--- src/rtl/smb_cmd_seq.sv ---
module smb_cmd_seq #(
  parameter int TMO_CYCLES = 4096
) (
  input  logic        clk,
  input  logic        rst_n,
  input  logic        cmd_wr,
  input  logic [31:0] cmd_word,
  output logic        busy,
  output logic [2:0]  result,
  output logic        done_evt,
  output logic        underrun_evt,
  input  logic        tx_empty,
  input  logic [31:0] tx_entry,
  output logic        tx_pop,
  input  logic        rx_full,
  output logic        rx_push,
  output logic [7:0]  rx_byte,
  output logic        byte_go,
  output logic [1:0]  byte_kind,
  output logic [7:0]  byte_out,
  input  logic        byte_done,
  input  logic        byte_nack,
  input  logic        byte_lost,
  input  logic [7:0]  byte_in
);
  localparam int TW = $clog2(TMO_CYCLES + 1);
  localparam logic [3:0] P_QUICK = 4'd0, P_READ = 4'd8, P_CALL = 4'd10;
  localparam logic [1:0] K_START = 2'd0, K_SEND = 2'd1, K_RECV = 2'd2, K_STOP = 2'd3;
  localparam logic [2:0] R_OK = 3'd0, R_ARB = 3'd1, R_NADDR = 3'd2, R_NDATA = 3'd3,
                         R_TMO = 3'd4, R_UNDER = 3'd5, R_RXFULL = 3'd6;

  typedef enum logic [2:0] {S_IDLE, S_ADDR, S_TXD, S_TWAIT, S_RX, S_RWAIT, S_STOP, S_SWAIT} st_t;

  st_t         st;
  logic [3:0]  proto;
  logic [7:0]  rcnt;
  logic [TW-1:0] tmo;
  logic        first_addr, was_start, was_last, stalled;

  wire unused_bits = ^{cmd_word[30:13], cmd_word[8], tx_entry[30:8]};
  wire tmo_hit  = (tmo == TW'(TMO_CYCLES - 1));
  wire fetching = (st == S_ADDR) || (st == S_TXD);
  wire as_start = (st == S_ADDR) || (proto == P_CALL && tx_entry[31]);
  assign tx_pop = fetching && !tx_empty;

  always_ff @(posedge clk or negedge rst_n) begin
    if (!rst_n) begin
      st <= S_IDLE; busy <= 1'b0; result <= R_OK; done_evt <= 1'b0; underrun_evt <= 1'b0;
      rx_push <= 1'b0; rx_byte <= '0; byte_go <= 1'b0; byte_kind <= K_START; byte_out <= '0;
      proto <= '0; rcnt <= '0; tmo <= '0;
      first_addr <= 1'b0; was_start <= 1'b0; was_last <= 1'b0; stalled <= 1'b0;
    end else begin
      done_evt <= 1'b0; underrun_evt <= 1'b0; rx_push <= 1'b0; byte_go <= 1'b0;
      tmo <= tmo + 1'b1;
      case (st)
        S_IDLE: if (cmd_wr && cmd_word[31]) begin
          busy <= 1'b1; result <= R_OK; proto <= cmd_word[12:9]; rcnt <= cmd_word[7:0];
          stalled <= 1'b0; tmo <= '0; st <= S_ADDR;
        end
        S_ADDR, S_TXD: if (!tx_empty) begin
          byte_go <= 1'b1; byte_kind <= as_start ? K_START : K_SEND; byte_out <= tx_entry[7:0];
          was_start <= as_start; was_last <= tx_entry[31]; first_addr <= (st == S_ADDR);
          stalled <= 1'b0; tmo <= '0; st <= S_TWAIT;
        end else begin
          underrun_evt <= !stalled; stalled <= 1'b1;
          if (tmo_hit) begin result <= R_UNDER; tmo <= '0; st <= S_STOP; end
        end
        S_TWAIT: if (byte_done) begin
          tmo <= '0;
          if (byte_lost) begin
            result <= R_ARB; busy <= 1'b0; done_evt <= 1'b1; st <= S_IDLE;
          end else if (byte_nack) begin
            result <= was_start ? R_NADDR : R_NDATA; st <= S_STOP;
          end else if (proto == P_QUICK) st <= S_STOP;
          else if (was_start && (proto == P_READ || !first_addr)) st <= S_RX;
          else if (was_last) st <= S_STOP;
          else st <= S_TXD;
        end else if (tmo_hit) begin
          result <= R_TMO; busy <= 1'b0; done_evt <= 1'b1; st <= S_IDLE;
        end
        S_RX: if (rcnt == 8'd0) st <= S_STOP;
          else begin byte_go <= 1'b1; byte_kind <= K_RECV; tmo <= '0; st <= S_RWAIT; end
        S_RWAIT: if (byte_done) begin
          tmo <= '0;
          if (byte_lost) begin
            result <= R_ARB; busy <= 1'b0; done_evt <= 1'b1; st <= S_IDLE;
          end else if (rx_full) begin
            result <= R_RXFULL; st <= S_STOP;
          end else begin
            rx_push <= 1'b1; rx_byte <= byte_in; rcnt <= rcnt - 1'b1; st <= S_RX;
          end
        end else if (tmo_hit) begin
          result <= R_TMO; busy <= 1'b0; done_evt <= 1'b1; st <= S_IDLE;
        end
        S_STOP: begin byte_go <= 1'b1; byte_kind <= K_STOP; tmo <= '0; st <= S_SWAIT; end
        S_SWAIT: if (byte_done || tmo_hit) begin
          if (!byte_done && result == R_OK) result <= R_TMO;
          busy <= 1'b0; done_evt <= 1'b1; st <= S_IDLE;
        end
        default: st <= S_IDLE;
      endcase
    end
  end


  done_fall_chk: assert property (@(posedge clk) disable iff (!rst_n)
    done_evt |-> (!busy && $past(busy)));

  result_hold_chk: assert property (@(posedge clk) disable iff (!rst_n)
    (!busy && $past(!busy)) |-> $stable(result));

  busy_ignore_chk: assert property (@(posedge clk) disable iff (!rst_n)
    (busy && cmd_wr) |=> $stable(proto));

  underrun_stall_chk: assert property (@(posedge clk) disable iff (!rst_n)
    underrun_evt |-> (busy && $past(tx_empty)));

  rx_room_chk: assert property (@(posedge clk) disable iff (!rst_n)
    rx_push |-> $past(!rx_full));

  pop_busy_chk: assert property (@(posedge clk) disable iff (!rst_n)
    tx_pop |-> busy);

  go_pulse_chk: assert property (@(posedge clk) disable iff (!rst_n)
    byte_go |=> !byte_go);
endmodule

--- config.mk ---
export PLATFORM = sky130hd
export DESIGN_NAME = smb_cmd_seq
export DESIGN_NICKNAME = d
export VERILOG_FILES = /design/src/rtl/smb_cmd_seq.sv
export SDC_FILE = /design/constraint.sdc
export NUM_CORES = 1
export LEC_CHECK = 0
export ABC_AREA = 1
export CORE_MARGIN = 3
export CORE_UTILIZATION = 48
export DETAILED_ROUTE_END_ITERATION = 10
export PLACE_DENSITY = 0.94
export SLEW_MARGIN = 20
export SYNTH_ARGS = -nofsm -noshare
export SYNTH_HDL_FRONTEND = slang
export SYNTH_SLANG_ARGS = --single-unit
--- constraint.sdc ---
create_clock -name clk -period 2.55 [get_ports clk]
set_clock_uncertainty 0.05 [all_clocks]
set_input_delay 0.765 -clock clk [delete_from_list [all_inputs] [get_ports clk]]
set_output_delay 0.765 -clock clk [all_outputs]
set_load 0.02 [all_outputs]
* Yosys cells after proc, flatten, opt, wreduce, memory -nomap -nowiden
Index checks and enable logic that the tools add are counted.
Storage, ports and cells: flip-flop bits (word level) 58, bits of input ports 80, output and inout port bits 27, word-level logic and storage cells 148
Cells by class: add/sub/neg operators 2, equality and inequality tests 25, muxes and demuxes 68, bitwise gates (word level) 3, reductions and logical operators 33
Operator list (count):
- 2-to-1 mux 3 bit | 25
- 2-to-1 mux 13 bit | 5
- case mux 13 bit (5 select lines) | 1
- 2-to-1 mux 8 bit | 4
- 2-to-1 mux 1 bit | 21
- case mux 3 bit (7 select lines) | 1
- != test 2 bit (second input constant) | 10
- case mux 8 bit (2 select lines) | 1
- case mux 3 bit (5 select lines) | 1
- adder 13 x 1 -> 13 bit (second input constant) | 1
- == test 13 x 12 -> 1 bit (second input constant) | 1
- == test 3 bit (second input constant) | 4
- AND reduction 5 bit | 2
- == test 4 bit (second input constant) | 2
- logical NOT 8 bit | 1
- 2-to-1 mux 2 bit | 4
- != test 4 bit (second input constant) | 2
- AND reduction 8 bit | 1
- subtractor 8 x 1 -> 8 bit (second input constant) | 1
- == test 3 x 2 -> 1 bit (second input constant) | 2
- logical NOT 3 bit | 2
- case mux 1 bit (3 select lines) | 2
- case mux 2 bit (3 select lines) | 1
- AND reduction 2 bit | 3
- 16 further kinds | 33

* Depth between registers and ports, before layout
depth in word-level cells 9, gate-level depth with buffers 11, gate-level depth less buffers 11

* Worst setup path after synthesis
No wires, ideal clock.
kind input to output, from input tx_empty, to output tx_pop, data arrival time 1.138 ns, data required time 1.735 ns, slack 0.597 ns, stages on the path 2, buffers on the path 1, path through nor2_2 -> buf_2
On the way: word-level cells in the longest chain between the ends 2
RTL lines:
- start, declared | RTL line 12 | input logic tx_empty,
- logical NOT 1 bit
- logical AND 1 bit | RTL line 44 | assign tx_pop = fetching && !tx_empty;
- end, declared | RTL line 14 | output logic tx_pop,
No other way between the ends.

* Final worst setup path
Same ends and word-level chain as after synthesis.

==> impl_summary.log <==
[metrics] outcome: finished, final reports clean
[metrics] mean instance size in the synthesized netlist: about 8 um^2
[metrics] endpoint required time on the critical path: approximately 1.7 ns
[metrics] Detailed Place HPWL: a little under 5000 um
[metrics] Die Ht: 84.1 um
[metrics] Gate Count Post-Synth: 374
[metrics] complex-gate fraction of the synthesized area: 8.42%
[metrics] launch point of the worst reg-to-reg path: tmo[0]
[metrics] critical path data arrival time: 1.59 ns
[metrics] drt via density: about 5.0
[metrics] weighted congestion at the end of routability-driven global placement: a little over 0.9
[metrics] Multi-input gate area: between 0.001 and 0.0015 mm^2
[metrics] H-tree depth reported by CTS: 3
[metrics] routed wire length: 6520 um
[metrics] number of antenna violations at the first check in global routing: 0
[metrics] number of flops mapped to enable cells by yosys: 0
[metrics] combinational family with the most area after synthesis: simple AND/OR/NAND/NOR gates
[metrics] clock buffers created by TritonCTS: 9
[metrics] post-CTS setup-driven buffer insertion count: 0
[metrics] number of DRC violations after detailed-routing iteration 0: 204
[metrics] max cap viols: 0
[metrics] Syn-to-layout area delta: 32.7%
[metrics] share of the clock period used by the worst path: 94.3%
[metrics] post-CTS clock slew at the launch and capture registers of the worst setup and hold paths: about 0.070 ns
[metrics] maximum clock frequency: 0.416 GHz
[metrics] share of cells above drive strength 1: 10.5%
[metrics] via count of the routed design: ~2,600
[metrics] RSZ-0062 raised after global routing: false
[metrics] Clk Latency, worst-skew pair: around 0.34 ns
[metrics] post-DR wirelength/cell: 12.3 um
[metrics] worst-case register-to-register setup slack: approximately 0.68 ns
[metrics] total power consumption of the routed design: 0.00437 W
[metrics] slew at the pin closest to its max-slew limit: around 0.57 ns
[metrics] FF-to-FF path depth: 9
[metrics] Max FO, Critical Path: 3
[metrics] sequential fraction of the synthesis area: 49.6%
[metrics] xor-xnor portion of the synthesized cell area: about 3.0%
[metrics] cell chosen for the clock root: sky130_fd_sc_hd__clkbuf_8
[metrics] dpl ws: -0.295 ns
[metrics] horizontal die dimension: 84.1 um
[metrics] site row count: 27
[metrics] overall die area: between 0.007 and 0.008 mm^2
[metrics] first-pass GRT wire length: between 10,000 and 15,000 um
[metrics] drt pass-1 iters: 4
[metrics] total clock sinks: 58
[metrics] relative max-transition margin: around 62%
[metrics] Top FF cell, synth: sky130_fd_sc_hd__dfrtp_1
[metrics] Final Slew Violations: 0
[metrics] total global-route track usage: 20.6%
[metrics] count of hold-fix buffers inserted at cts: 0
[metrics] combined flip-flop and latch cell area: 0.00145 mm^2
[metrics] number of buffers inserted by port buffering: 64
[metrics] Congestion Overflow GR: 0
[metrics] share of synthesized cell area in full adder, half adder and majority cells: 1.28%
[metrics] final count of hold timing violations: 0
[metrics] via count of the first global-routing pass: 2,742
[metrics] boundary pin count: 107
[metrics] slowest stage cell on the critical path: sky130_fd_sc_hd__clkdlybuf4s50_1
[metrics] least setup slack across all paths after layout: 0.146 ns
[metrics] count of yosys warnings during synthesis: 0
[metrics] # diodes: 0
[metrics] Static Leak: 1.92 nW
[metrics] proportion of register bits with asynchronous set or reset after synthesis: 100%
[metrics] initial cell density of the core: 51.3%
[metrics] area of the core: 0.00571 mm^2
[metrics] Final ANT Viol Nets: 0
[metrics] PwrDens: 1120 mW/mm^2
[metrics] post-synthesis register bit count: 58
[metrics] crit path kind: in -> out
[metrics] shortest clock period the worst path allows after layout: 2.40 ns
[metrics] share of synthesized area spent on multiplexers: 0%
[metrics] net count after synthesis: 457
[metrics] Crit Reg-Reg Endpoint: tmo[7]
[metrics] filler instances: 464
[metrics] CTS tree: built
[metrics] DRC violations left: 0
[metrics] maximum number of pins on one net before global-route repair: 36
[metrics] Crit path largest cell delay: 0.49 ns
[metrics] cell-by-cell listing of the critical path: clkdlybuf4s50_1 > nor2_2 > buf_2
[metrics] share of synthesized cell area in and, or, nand and nor gates: a little under a third
[metrics] crit path from: tx_empty
[metrics] Final #Nets: roughly 540
[metrics] type of origin of the critical path: input port
[metrics] class of the tightest hold or removal check: in -> async
[metrics] Mapped Area: 0.00293 mm^2
[metrics] Distinct cells, synth: 35
[metrics] worst IR drop on VDD: 0.760 mV
[metrics] kind of capture point of the worst setup path: output pin
[metrics] number of endpoints failing setup at the final stage: 0
[metrics] buffer levels on the longest clock path: 2
==> worst max-delay path, delay by kind of cell <==
| family | cells | cell delay (ns) |
|---|---|---|
| buffers and inverters | 2 | 0.67 |
| and+or+nand+nor | 1 | 0.15 |
==> where the power goes <==
| group | internal [W] | switching, W | total, W | leakage, nW |
|---|---|---|---|---|
| sequential | 0.00127 | 0.000215 | 0.00148 | 0.743 |
| clock | 0.000474 | 0.000366 | 0.000840 | 0.103 |
| combinational | 0.000842 | 0.00120 | 0.00204 | 1.08 |
| total | 0.00258 | 0.00178 | 0.00437 | 1.92 |
==> cell usage after synthesis, types with 2 or more instances <==
| master | n | area (um^2) |
|---|---|---|
| sky130_fd_sc_hd__nor3_1 | 6 | 30.0 |
| sky130_fd_sc_hd__a21oi_1 | 10 | 50.1 |
| sky130_fd_sc_hd__ha_1 | 3 | 37.5 |
| sky130_fd_sc_hd__o22ai_1 | 2 | 12.5 |
| sky130_fd_sc_hd__nand3_2 | 2 | 20.0 |
| sky130_fd_sc_hd__dfrtp_1 | 58 | 1450 |
| sky130_fd_sc_hd__nand4_1 | 2 | 12.5 |
| sky130_fd_sc_hd__clkbuf_1 | 2 | 7.51 |
| sky130_fd_sc_hd__nor2_4 | 2 | 22.5 |
| sky130_fd_sc_hd__o21ai_1 | 2 | 10.0 |
| sky130_fd_sc_hd__nand3_1 | 15 | 75.1 |
| sky130_fd_sc_hd__nor2_1 | 38 | 143 |
| sky130_fd_sc_hd__inv_2 | 4 | 15.0 |
| sky130_fd_sc_hd__xor2_1 | 8 | 70.1 |
| sky130_fd_sc_hd__nand2_2 | 5 | 31.3 |
| sky130_fd_sc_hd__nand2_1 | 130 | 488 |
| sky130_fd_sc_hd__buf_4 | 2 | 15.0 |
| sky130_fd_sc_hd__inv_1 | 38 | 143 |
| sky130_fd_sc_hd__a31oi_1 | 4 | 25.0 |
| sky130_fd_sc_hd__xnor2_1 | 2 | 17.5 |
| sky130_fd_sc_hd__o21ai_0 | 20 | 100 |
| sky130_fd_sc_hd__o211ai_1 | 2 | 15.0 |
| sky130_fd_sc_hd__nor2_2 | 5 | 31.3 |
==> worst max path at each step <==
stage | slack (ns) | depth (start not counted) | endpoint
2_1_floorplan | 0.60 | 2 | tx_pop
4_1_cts | 0.05 | 3 | tx_pop
3_5_place_dp | -0.29 | 3 | tx_pop
3_3_place_gp | -0.30 | 3 | tx_pop
5_1_grt | 0.11 | 3 | tx_pop
6_report | 0.15 | 3 | tx_pop
==> sequential cells by signal, summed over array words and instances, names as in the netlist <==
signal	cells
was_start	1
result	3
busy	1
proto	4
rcnt	8
underrun_evt	1
was_last	1
byte_go	1
first_addr	1
st	3
tmo	13
rx_push	1
done_evt	1
rx_byte	8
byte_out	8
byte_kind	2
stalled	1
==> layer usage <==
layer | part of all wire (%) | GRT usage (%) | up-vias | wire [um]
met3 | 6.4 | 6.52 | 8 | 414
met5 | 0 | 0 | - | 0
met4 | 1.5 | 7.75 | 0 | 96
li1 | - | - | 1337 | -
met1 | 45 | 25.5 | 1217 | 2940
met2 | 47 | 33.6 | 76 | 3070
==> final cells by class <==
cell class	instances	area share, %
clock buffers	11	3.64
clock inverters	5	1.38
inverters	42	4.06
multi-input cells	268	33.0
flip-flops and latches	58	37.3
well taps	72	2.32
repair buffers	73	18.3
==> cell families (layout without fill, tap and decap cells) <==
logic type | Yosys count | in the layout
and+or+nand+nor | 211 | 211
DFF | 58 | 58
buffers and inverters | 48 | 131
AOI/OAI and AO/OA | 44 | 44
xor gates and xnor gates | 10 | 10
adders and majority gates | 3 | 3
==> cells in the final DEF, fill, tap and decap left out, types with 2 or more instances in the layout <==
cell,instances
sky130_fd_sc_hd__clkdlybuf4s50_1,62
sky130_fd_sc_hd__ha_1,3
sky130_fd_sc_hd__nand2_2,5
sky130_fd_sc_hd__o21ai_0,20
sky130_fd_sc_hd__inv_2,4
sky130_fd_sc_hd__nor3_1,6
sky130_fd_sc_hd__xnor2_1,2
sky130_fd_sc_hd__nand4_1,2
sky130_fd_sc_hd__a31oi_1,4
sky130_fd_sc_hd__buf_4,8
sky130_fd_sc_hd__xor2_1,8
sky130_fd_sc_hd__clkinv_2,3
sky130_fd_sc_hd__nand2_1,130
sky130_fd_sc_hd__nor2_1,38
sky130_fd_sc_hd__nor2_4,2
sky130_fd_sc_hd__nand3_2,2
sky130_fd_sc_hd__inv_1,38
sky130_fd_sc_hd__clkbuf_8,10
sky130_fd_sc_hd__o22ai_1,2
sky130_fd_sc_hd__nand3_1,15
sky130_fd_sc_hd__o21ai_1,2
sky130_fd_sc_hd__buf_2,2
sky130_fd_sc_hd__a21oi_1,10
sky130_fd_sc_hd__nor2_2,5
sky130_fd_sc_hd__dfrtp_1,58
sky130_fd_sc_hd__o211ai_1,2
==> per-stage QoR <==
| stage | instances | setup TNS (ns) | hold WS (ns) | instance area, um^2 | util, % |
|---|---|---|---|---|---|
| final | 529 | 0 | 0.360 | 3890 | 68.1 |
| after global routing | 529 | 0 | 0.389 | 3890 | 68.1 |
| after CTS | 529 | 0 | 0.367 | 3890 | 68.2 |
| after detailed placement | 513 | -0.295 | 0.387 | 3700 | 64.7 |
| after global placement | 513 | -0.295 | 0.369 | 3700 | 64.7 |
| after floorplan | 374 | 0 | 0.353 | 2930 | - |
==> repair_timing <==
item	in CTS	in global routing
hold endpoints to repair	0	0
setup endpoints to repair	1	1
gates resized for setup	3	1
Note: power is estimated with default switching activity, not from simulation.
